$ cat src/rtl/pxd_pkg.sv
package pxd_pkg;
    localparam int CH_W  = 8;
    localparam int BUS_W = CH_W + CH_W / 2;
    localparam int FMT_W = 3;
    localparam logic [CH_W-1:0] CODE_LEAD = '1;
    localparam logic [CH_W-1:0] CODE_ZERO = '0;
    localparam int FLG_F = 6;
    localparam int FLG_V = 5;
    localparam int FLG_H = 4;

    typedef enum logic [FMT_W-1:0] {
        FMT_RGB565  = 3'd0,
        FMT_RGB555  = 3'd1,
        FMT_RGB888  = 3'd2,
        FMT_YCC_PIN = 3'd3,
        FMT_YCC_EMB = 3'd4
    } fmt_e;

    typedef struct packed {
        logic [CH_W-1:0] c0;
        logic [CH_W-1:0] c1;
        logic [CH_W-1:0] c2;
    } pix_t;

    function automatic fmt_e fmt_decode(input logic [FMT_W-1:0] v);
        if (v <= 3'd4) return fmt_e'(v);
        return FMT_RGB565;
    endfunction
endpackage

$ cat src/rtl/pxd_rgb_unpack.sv
module pxd_rgb_unpack
    import pxd_pkg::*;
(
    input  fmt_e             mode_i,
    input  logic [BUS_W-1:0] first_i,
    input  logic [BUS_W-1:0] second_i,
    output pix_t             pix_o
);
    always_comb begin
        pix_o = '0;
        case (mode_i)
            FMT_RGB555: begin
                pix_o.c0 = {second_i[6:2], 3'b000};
                pix_o.c1 = {second_i[1:0], first_i[7:5], 3'b000};
                pix_o.c2 = {first_i[4:0], 3'b000};
            end
            FMT_RGB888: begin
                pix_o.c0 = second_i[11:4];
                pix_o.c1 = {second_i[3:0], first_i[11:8]};
                pix_o.c2 = first_i[7:0];
            end
            default: begin
                pix_o.c0 = {second_i[7:3], 3'b000};
                pix_o.c1 = {second_i[2:0], first_i[7:5], 2'b00};
                pix_o.c2 = {first_i[4:0], 3'b000};
            end
        endcase
    end
endmodule

$ cat src/rtl/pxd_timecode.sv
module pxd_timecode
    import pxd_pkg::*;
(
    input  logic            clk,
    input  logic            rst_n,
    input  logic            en_i,
    input  logic [CH_W-1:0] byte_i,
    output logic            strip_o,
    output logic            flag_o
);
    typedef enum logic [1:0] {TC_IDLE, TC_Z1, TC_Z2, TC_FLG} tc_e;

    tc_e st_d, st_q;

    always_comb begin
        st_d    = st_q;
        strip_o = 1'b0;
        flag_o  = 1'b0;
        if (!en_i) begin
            st_d = TC_IDLE;
        end else begin
            case (st_q)
                TC_IDLE: begin
                    if (byte_i == CODE_LEAD) begin
                        strip_o = 1'b1;
                        st_d    = TC_Z1;
                    end
                end
                TC_Z1, TC_Z2: begin
                    strip_o = 1'b1;
                    if (byte_i == CODE_ZERO)
                        st_d = (st_q == TC_Z1) ? TC_Z2 : TC_FLG;
                    else if (byte_i == CODE_LEAD)
                        st_d = TC_Z1;
                    else
                        st_d = TC_IDLE;
                end
                default: begin
                    strip_o = 1'b1;
                    flag_o  = 1'b1;
                    st_d    = TC_IDLE;
                end
            endcase
        end
    end

    always_ff @(posedge clk) begin
        if (!rst_n) st_q <= TC_IDLE;
        else        st_q <= st_d;
    end
endmodule

$ cat src/rtl/pxd_deinterleave.sv
module pxd_deinterleave
    import pxd_pkg::*;
(
    input  logic             clk,
    input  logic             rst_n,
    input  logic [BUS_W-1:0] din_i,
    input  logic             hs_i,
    input  logic             vs_i,
    input  logic             hpol_i,
    input  logic             vpol_i,
    input  logic [FMT_W-1:0] fmt_i,
    output logic             pix_valid_o,
    output logic [CH_W-1:0]  c0_o,
    output logic [CH_W-1:0]  c1_o,
    output logic [CH_W-1:0]  c2_o,
    output logic             ycc_o,
    output logic             hs_o,
    output logic             vs_o,
    output logic             field_o
);
    typedef struct packed {
        fmt_e             mode;
        logic [1:0]       phase;
        logic [BUS_W-1:0] first;
        logic [CH_W-1:0]  cb;
        logic [CH_W-1:0]  y0;
        logic [CH_W-1:0]  cr;
        logic             eh;
        logic             ev;
        logic             ef;
        logic             valid;
        pix_t             pix;
        logic             ycc;
        logic             hs;
        logic             vs;
        logic             fld;
    } st_t;

    localparam st_t ST_RESET = '{
        mode: FMT_RGB565, phase: '0, first: '0, cb: '0, y0: '0, cr: '0,
        eh: 1'b1, ev: 1'b1, ef: 1'b0, valid: 1'b0, pix: '0,
        ycc: 1'b0, hs: 1'b0, vs: 1'b0, fld: 1'b0
    };

    st_t st_d, st_q;

    logic            hs_act, vs_act, emb, ycc_m, blank, vblank;
    logic            strip, flag;
    logic [CH_W-1:0] byte_w;
    logic [FMT_W-1:0] cur_mode;
    pix_t            rgb_pix;

    assign byte_w   = din_i[CH_W-1:0];
    assign hs_act   = (hs_i == hpol_i);
    assign vs_act   = (vs_i == vpol_i);
    assign emb      = (st_q.mode == FMT_YCC_EMB);
    assign ycc_m    = emb || (st_q.mode == FMT_YCC_PIN);
    assign blank    = emb ? (st_q.eh | st_q.ev) : (hs_act | vs_act);
    assign vblank   = emb ? st_q.ev : vs_act;
    assign cur_mode = st_q.mode;

    pxd_timecode u_tc (
        .clk     (clk),
        .rst_n   (rst_n),
        .en_i    (emb),
        .byte_i  (byte_w),
        .strip_o (strip),
        .flag_o  (flag)
    );

    pxd_rgb_unpack u_rgb (
        .mode_i   (st_q.mode),
        .first_i  (st_q.first),
        .second_i (din_i),
        .pix_o    (rgb_pix)
    );

    always_comb begin
        st_d       = st_q;
        st_d.valid = 1'b0;
        if (flag) begin
            st_d.ef = byte_w[FLG_F];
            st_d.ev = byte_w[FLG_V];
            st_d.eh = byte_w[FLG_H];
        end
        if (vblank)
            st_d.mode = fmt_decode(fmt_i);
        if (blank) begin
            st_d.phase = '0;
        end else if (!strip) begin
            if (!ycc_m) begin
                if (st_q.phase == 2'd0) begin
                    st_d.first = din_i;
                    st_d.phase = 2'd1;
                end else begin
                    st_d.pix   = rgb_pix;
                    st_d.valid = 1'b1;
                    st_d.phase = 2'd0;
                end
            end else begin
                st_d.phase = st_q.phase + 2'd1;
                case (st_q.phase)
                    2'd0: st_d.cb = byte_w;
                    2'd1: st_d.y0 = byte_w;
                    2'd2: begin
                        st_d.cr    = byte_w;
                        st_d.pix   = '{c0: st_q.y0, c1: st_q.cb, c2: byte_w};
                        st_d.valid = 1'b1;
                    end
                    default: begin
                        st_d.pix   = '{c0: byte_w, c1: st_q.cb, c2: st_q.cr};
                        st_d.valid = 1'b1;
                    end
                endcase
            end
        end
        st_d.ycc = ycc_m;
        st_d.hs  = emb ? st_d.eh : hs_act;
        st_d.vs  = emb ? st_d.ev : vs_act;
        st_d.fld = emb ? st_d.ef : 1'b0;
    end

    always_ff @(posedge clk) begin
        if (!rst_n) st_q <= ST_RESET;
        else        st_q <= st_d;
    end

    assign pix_valid_o = st_q.valid;
    assign c0_o        = st_q.pix.c0;
    assign c1_o        = st_q.pix.c1;
    assign c2_o        = st_q.pix.c2;
    assign ycc_o       = st_q.ycc;
    assign hs_o        = st_q.hs;
    assign vs_o        = st_q.vs;
    assign field_o     = st_q.fld;
endmodule

$ cat config.mk
export PLATFORM = sky130hd
export DESIGN_NAME = pxd_deinterleave
export DESIGN_NICKNAME = d
export VERILOG_FILES = /design/src/rtl/pxd_pkg.sv /design/src/rtl/pxd_rgb_unpack.sv /design/src/rtl/pxd_timecode.sv /design/src/rtl/pxd_deinterleave.sv
export SDC_FILE = /design/constraint.sdc
export NUM_CORES = 1
export LEC_CHECK = 0
export BUFFER_PORTS_ARGS = -buffer_cell sky130_fd_sc_hd__buf_2
export CAP_MARGIN = 20
export CORE_MARGIN = 3
export CORE_UTILIZATION = 35
export CTS_BUF_LIST = sky130_fd_sc_hd__clkbuf_16
export DETAILED_ROUTE_END_ITERATION = 12
export GPL_TIMING_DRIVEN = 0
export PLACE_DENSITY_LB_ADDON = 0.1
export SETUP_SLACK_MARGIN = 0.1
export SYNTH_ARGS = -nofsm -noshare
export SYNTH_HDL_FRONTEND = slang
export SYNTH_SLANG_ARGS = --single-unit
export TNS_END_PERCENT = 5
$ cat constraint.sdc
create_clock -name clk -period 3.35 [get_ports clk]
set_clock_uncertainty 0.2 [all_clocks]
set_input_delay 0.67 -clock clk [delete_from_list [all_inputs] [get_ports clk]]
set_output_delay 0.67 -clock clk [all_outputs]
set_load 0.02 [all_outputs]
==> flow_metrics.env, run 1 <==
export IMPL_grt_max_degree=14
export IMPL_synthFlopType="dfxtp_1"
export IMPL_worstMarginPinSlew_ps=685.3
export IMPL_whs_ps=263.3
export IMPL_critPathLaunchType="flip-flop"
export IMPL_ff2ff_path_depth=8
export IMPL_drcViolationCount=0
export IMPL_wl_per_cell_um=18.74
export IMPL_grt_usage_pct=21.08
export IMPL_min_path_cells=2
export IMPL_port_buffers=41
export IMPL_yosysMostFrequentCell="nand2_1"
export IMPL_synthCells=512
export IMPL_vias=3948
export IMPL_coreArea_mm2=0.01108
export IMPL_place_hpwl_um=9974
export IMPL_io_pins=50
export IMPL_peakVddDrop_mv=0.2641
export IMPL_slew_headroom_pct=54.16
export IMPL_finalSetupViolCount=0
export IMPL_drive_gt1_share_pct=16.87
export IMPL_die_h_um=113.8
export IMPL_hold_buffers=0
export IMPL_gp_congestion=0.8909
export IMPL_report_final_slew_viol_count=0
export IMPL_r2r_slack_ps=580
export IMPL_p_leak_nw=1.812
export IMPL_hp_start="st_q[64]"
export IMPL_hold_end="st_q[64]"
export IMPL_worstPathMaxFanout=10
export IMPL_fin_util_pct=42.97
export IMPL_wl_um=13290
export IMPL_async_reset_ff_share_pct=0
export IMPL_netlist_area_leader_share_pct=36.95
export IMPL_post_place_ws_ps=462.4
export IMPL_start_util_pct=36.68
export IMPL_cts_buffers=9
export IMPL_syn_nets=540
export IMPL_grt_ovfl_total=0
export IMPL_postCtsSetupBuffers=0
export IMPL_synth_edff_count=0
export IMPL_clkSinkCount=75
export IMPL_synth_top_area_cell="dfxtp_1"
export IMPL_r2r_start="st_q[69]"
export IMPL_die_area_mm2=0.01294
export IMPL_dieWidth_um=113.8
export IMPL_synth_distinct_cells=58
export IMPL_setup_tns_ps=0
export IMPL_yosysSeqAreaShare_pct=36.95
export IMPL_multiInputGateArea_mm2=0.002138
export IMPL_rsz0062_at_grt="no"
export IMPL_seqCellArea_mm2=0.001501
export IMPL_htreeDepth=3
export IMPL_worst_hold_path_type="reg2reg"
export IMPL_nets=592
export IMPL_synth_warnings=0
export IMPL_cts_tree="built"
export IMPL_grt_pass1_vias=3717
export IMPL_cap_violations=0
export IMPL_clock_root_buffer="clkbuf_16"
export IMPL_grt_first_pass_wirelength_um=21030
export IMPL_synthTopCellsByArea="dfxtp_1, nand2_1, mux2i_1, buf_4, nor2_1"
export IMPL_via_per_inst=5.568
export IMPL_drtIter0Drc=373
export IMPL_worst_slack_ps=579.3
export IMPL_yosys_top_cells_count="nand2_1, dfxtp_1, nor2_1"
export IMPL_critPathRequiredTime_ps=3410
export IMPL_cts_buffer_depth=2
export IMPL_max_freq_ghz=0.3609
export IMPL_synth_seq_cells=75
export IMPL_path_clk_slew_ps=60
export IMPL_min_period_ps=2771
export IMPL_first_pass_iters=5
export IMPL_period_share_pct=82.71
export IMPL_p_per_area_mw_per_mm2=468.6
export IMPL_syn_area_mm2=0.004064
export IMPL_hold_viol=0
export IMPL_path_class="reg2reg"
export IMPL_cts_resized=0
export IMPL_worstPathArrival_ps=2830
export IMPL_ant_nets=0
export IMPL_n_fill_cell=1148
export IMPL_rr_endpoint="c2_o[6]"
export IMPL_antenna_found_initial=0
export IMPL_antenna_cells=0
export IMPL_area_growth_syn_to_layout_pct=17.15
export IMPL_clock_latency_ps=340
export IMPL_end_kind="flip-flop"
export IMPL_status="complete, no violations"
export IMPL_syn_avg_cell_area_um2=7.937
export IMPL_fp_row_count=38
## cell usage in the layout (no fill, tap or decap), types with 7 or more instances in the layout
cell type,synthesis,final
a211oi_1,14,14
a21oi_1,22,22
a22oi_1,14,14
buf_2,12,53
buf_4,24,24
clkbuf_1,27,27
clkbuf_16,0,9
dfxtp_1,75,75
ha_1,7,7
inv_1,18,18
mux2i_1,25,25
nand2_1,80,80
nand3_1,16,16
nor2_1,40,40
nor2b_1,7,7
nor3_1,12,12
o21ai_0,23,23
o21ai_1,11,11
## power by group
part / switching (mW) / internal [mW] / leakage [nW]
logic: 0.171 / 0.0866 / 1.06
clock network: 0.384 / 0.649 / 0.147
registers: 0.0225 / 0.917 / 0.607
## flip-flops by register name, summed over array words and instances, names as in the netlist
signal,count
pix_valid_o,1
ycc_o,1
c1_o,8
field_o,1
c2_o,8
vs_o,1
hs_o,1
cur_mode,3
u_tc.st_q,2
c0_o,8
st_q,41
## area by class of cell
type	count	share of cell area, %
Sequential cell	75	31.54
Clock inverter	7	1.919
Inverter	18	1.419
Multi-Input combinational cell	352	44.91
Tap cell	140	3.679
Buffer	67	7.490
Timing Repair Buffer	41	4.310
Clock buffer	9	4.731
## metal layers
layer / vias to the layer above / global-route usage (%) / wire length, µm
li1: 1902 / - / -
met1: 1851 / 30.39 / 6159
met2: 167 / 31.72 / 5773
met3: 28 / 3.077 / 1002
met4: 0 / 8.093 / 350
met5: - / 0 / 0
## worst max-delay path by stage
stage | startpoint | cells after the start | slack, ps | endpoint
2_1_floorplan | din_i[6] | 7 | 1060 | st_q[48]
3_3_place_gp | din_i[2] | 7 | 460 | c2_o[7]
3_5_place_dp | din_i[2] | 7 | 460 | c2_o[7]
4_1_cts | st_q[69] | 8 | 620 | c2_o[7]
5_1_grt | st_q[69] | 8 | 440 | c2_o[5]
6_report | st_q[69] | 8 | 580 | c2_o[6]
## worst max-delay path, stage by stage (launching register included)
cell and delay (ps):
dfxtp_1 510, inv_1 120, ha_1 250, nor4bb_1 150, a311o_1 410, a21oi_2 310
buf_2 330, o2111ai_1 250, a21oi_1 180
## through the flow
stage	total power [mW]	instance area [µm²]	std cells
2_1_floorplan	1.126	4064	512
3_3_place_gp	1.210	4444	693
3_5_place_dp	1.213	4444	693
4_1_cts	2.242	4761	709
5_1_grt	2.314	4761	709
6_report	2.231	4761	709
## cells by family after synthesis
kind of cell    count (synthesis)  share of synthesized area (%)
mux                            28                          6.989
flops                          75                          36.95
compound gates                131                          21.92
fa+ha+maj                       7                          2.155
xor+xnor                        2                         0.4311
buf+inv                        85                          10.44
simple gates                  184                          21.12
(Power assumes the default switching activity.)
==> run 2, diff against run 1 <==
--- a/config.mk
+++ b/config.mk
@@ -5,6 +5,7 @@
 export SDC_FILE = /design/constraint.sdc
 export NUM_CORES = 1
 export LEC_CHECK = 0
+export ABC_AREA = 1
 export BUFFER_PORTS_ARGS = -buffer_cell sky130_fd_sc_hd__buf_2
 export CAP_MARGIN = 20
 export CORE_MARGIN = 3
==> constraint.sdc (replaced) <==
create_clock -name clk -period 2.82 [get_ports clk]
set_clock_uncertainty 0.2 [all_clocks]
set_input_delay 0.564 -clock clk [delete_from_list [all_inputs] [get_ports clk]]
set_output_delay 0.564 -clock clk [all_outputs]
set_load 0.02 [all_outputs]
==> run 2 against run 1 <==
Net effect: non-clock buffer count fell by 8; fmax rose by 14%; routed wire length rose by 0.82%; largest cell class unchanged; core utilization fell by 1.5 points; highest routed layer unchanged.
==> flow_metrics.env, run 2 <==
export IMPL_swShare_pct=33.33
export IMPL_fp_row_count=40
export IMPL_vias=4292
export IMPL_dieWidth_um=117.6
export IMPL_end_kind="flip-flop"
export IMPL_grt_max_degree=12
export IMPL_yosysSeqAreaShare_pct=34.44
export IMPL_p_seq_share_pct=40.8
export IMPL_drive_gt1_share_pct=15.18
export IMPL_synth_edff_count=0
export IMPL_synth_warnings=0
export IMPL_clkSinkCount=75
export IMPL_post_place_ws_ps=428.8
export IMPL_worstPathArrival_ps=2520
export IMPL_synth_seq_cells=75
export IMPL_syn_area_mm2=0.004359
export IMPL_worst_slack_ps=390.7
export IMPL_peakVddDrop_mv=0.2098
export IMPL_r2r_start="st_q[69]"
export IMPL_max_freq_ghz=0.4116
export IMPL_status="complete, no violations"
export IMPL_p_leak_nw=2.733
export IMPL_yosysMostFrequentCell="nand2_1"
export IMPL_syn_nets=735
export IMPL_cts_buffer_depth=2
export IMPL_nets=787
export IMPL_setup_tns_ps=0
export IMPL_cts_buffers=9
export IMPL_p_int_mw=1.943
export IMPL_worst_hold_path_type="in2reg"
export IMPL_synthFlopType="dfxtp_1"
export IMPL_postCtsSetupBuffers=0
export IMPL_largest_register_ffs=41
export IMPL_io_pins=50
export IMPL_wl_per_cell_um=14.37
export IMPL_cts_resized=0
export IMPL_grt_ovfl_total=0
export IMPL_finalSetupViolCount=0
export IMPL_area_growth_syn_to_layout_pct=15.33
export IMPL_layout_common_cells="nand2_1, nor2_1, inv_1"
export IMPL_cts_tree="built"
export IMPL_hold_viol=0
export IMPL_netlist_area_leader_share_pct=34.44
export IMPL_crit_chain="ha_1 -> clkbuf_1 -> clkbuf_1 -> a21oi_1 -> o21ai_0 -> nor2_1 -> nor2_1"
export IMPL_synth_distinct_cells=27
export IMPL_crit_start="st_q[69]"
export IMPL_clock_latency_ps=350
export IMPL_via_per_inst=4.605
export IMPL_critPathRequiredTime_ps=2910
export IMPL_hp_start="din_i[11]"
export IMPL_port_buffers=41
export IMPL_worstPathMaxFanout=10
export IMPL_worstMarginPinSlew_ps=708.8
export IMPL_synthCells=707
export IMPL_min_period_ps=2429
export IMPL_die_area_mm2=0.01383
export IMPL_whs_ps=271.7
export IMPL_slew_headroom_pct=52.75
export IMPL_coreArea_mm2=0.01211
export IMPL_fin_util_pct=41.51
export IMPL_antenna_cells=0
export IMPL_period_share_pct=86.14
export IMPL_p_per_area_mw_per_mm2=579.7
export IMPL_path_class="reg2reg"
export IMPL_synthTopCellsByArea="dfxtp_1, nand2_1, nor2_1, inv_1, nand3_1"
export IMPL_p_clk_share_pct=35.4
export IMPL_grt_first_pass_wirelength_um=21220
export IMPL_syn_avg_cell_area_um2=6.166
export IMPL_place_hpwl_um=9761
export IMPL_start_util_pct=35.99
export IMPL_p_switching_mw=0.9714
export IMPL_critPathLaunchType="flip-flop"
export IMPL_clock_root_buffer="clkbuf_16"
export IMPL_ant_nets=0
export IMPL_p_comb_share_pct=23.8
export IMPL_async_reset_ff_share_pct=0
export IMPL_antenna_found_initial=0
export IMPL_rsz0062_at_grt="no"
export IMPL_synth_top_area_cell="dfxtp_1"
export IMPL_path_clk_slew_ps=60
export IMPL_htreeDepth=3
export IMPL_cap_violations=0
export IMPL_wl_um=13400
export IMPL_report_final_slew_viol_count=0
export IMPL_critPathTopFamily="buffers and inverters"
export IMPL_yosys_top_cells_count="nand2_1, nor2_1, inv_1"
export IMPL_drtIter0Drc=309
export IMPL_grt_pass1_vias=3983
export IMPL_max_stage_delay_ps=500
export IMPL_critPathBufInv=2
export IMPL_grt_usage_pct=19.73
export IMPL_gp_congestion=0.8764
export IMPL_first_pass_iters=5
export IMPL_hold_buffers=0
export IMPL_regMostFlops="st_q"
export IMPL_drcViolationCount=0
export IMPL_final_common_cell="nand2_1"
export IMPL_die_h_um=117.6
export IMPL_slowest_stage="dfxtp_1"
[run 2: cell count changes after synthesis, moves of 7 or more]
| cell | change |
|---|---|
| a22oi_1 | -14 |
| nand2_1 | +109 |
| nor3_1 | -11 |
| nor2b_1 | -7 |
| a211oi_1 | -13 |
| nor2_1 | +109 |
| o21ai_1 | -11 |
| inv_1 | +71 |
| clkbuf_1 | -13 |
| mux2i_1 | -25 |
| buf_6 | +7 |
| nand3_1 | +36 |
| nand4_1 | +8 |
[run 2: cell families after synthesis]
logic type               after synthesis  synth area share, %
AND/OR/NAND/NOR                      419                40.30
buffers and inverters                153                16.85
flip-flops                            75                34.44
AO/OA/AOI/OAI                         53                6.401
adder cells (fa/ha/maj)                7                2.009
[run 2: path summary, 6_finish.rpt]
path | endpoint | cells after the start | slack, ps
worst max-delay path | c2_o[6] | 7 | 390
worst min-delay path | st_q[67] | 3 | 270
worst max register to register | c2_o[6] | 7 | 390
worst min register to register | field_o | 2 | 280
[run 2: stage by stage]
stage,cells,power [mW],area [µm²]
2_1_floorplan,707,1.706,4359
3_3_place_gp,916,1.894,4775
3_5_place_dp,916,1.902,4775
4_1_cts,932,2.932,5027
5_1_grt,932,3.068,5027
6_report,932,2.914,5027
[run 2: final cells by class]
cell class | instances | area [µm²]
fillers | 1406 | 7084
multi-input cells | 479 | 2123
flip-flops and latches | 75 | 1501
plain buffers | 59 | 381.6
inverters | 94 | 352.8
clock buffers | 9 | 225.2
well taps | 168 | 210.2
repair buffers | 41 | 205.2
clock inverters | 7 | 27.53
[run 2: routing by layer]
metal / up-vias / routed length, µm / global-route usage, % / share of wire, %
li1: 2231 / - / - / -
met1: 1945 / 6521 / 27.19 / 49
met2: 98 / 6000 / 30.76 / 45
met3: 18 / 604 / 3.316 / 4.5
met4: 0 / 269 / 7.839 / 2.0
met5: - / 0 / 0 / 0
[run 2: worst min-delay path: stages]
cell    delay (ps)
buf_2           90
nor2_1          40
nor2_1          80
[run 2: power groups by stage]
| stage | clock [mW] | combinational, mW | sequential, mW |
|---|---|---|---|
| after global routing | 1.08 | 0.786 | 1.20 |
| after global placement | 0 | 0.684 | 1.21 |
| final | 1.03 | 0.693 | 1.19 |
| after CTS | 1.05 | 0.692 | 1.19 |
| after detailed placement | 0 | 0.690 | 1.21 |
| after floorplan | 0 | 0.499 | 1.21 |
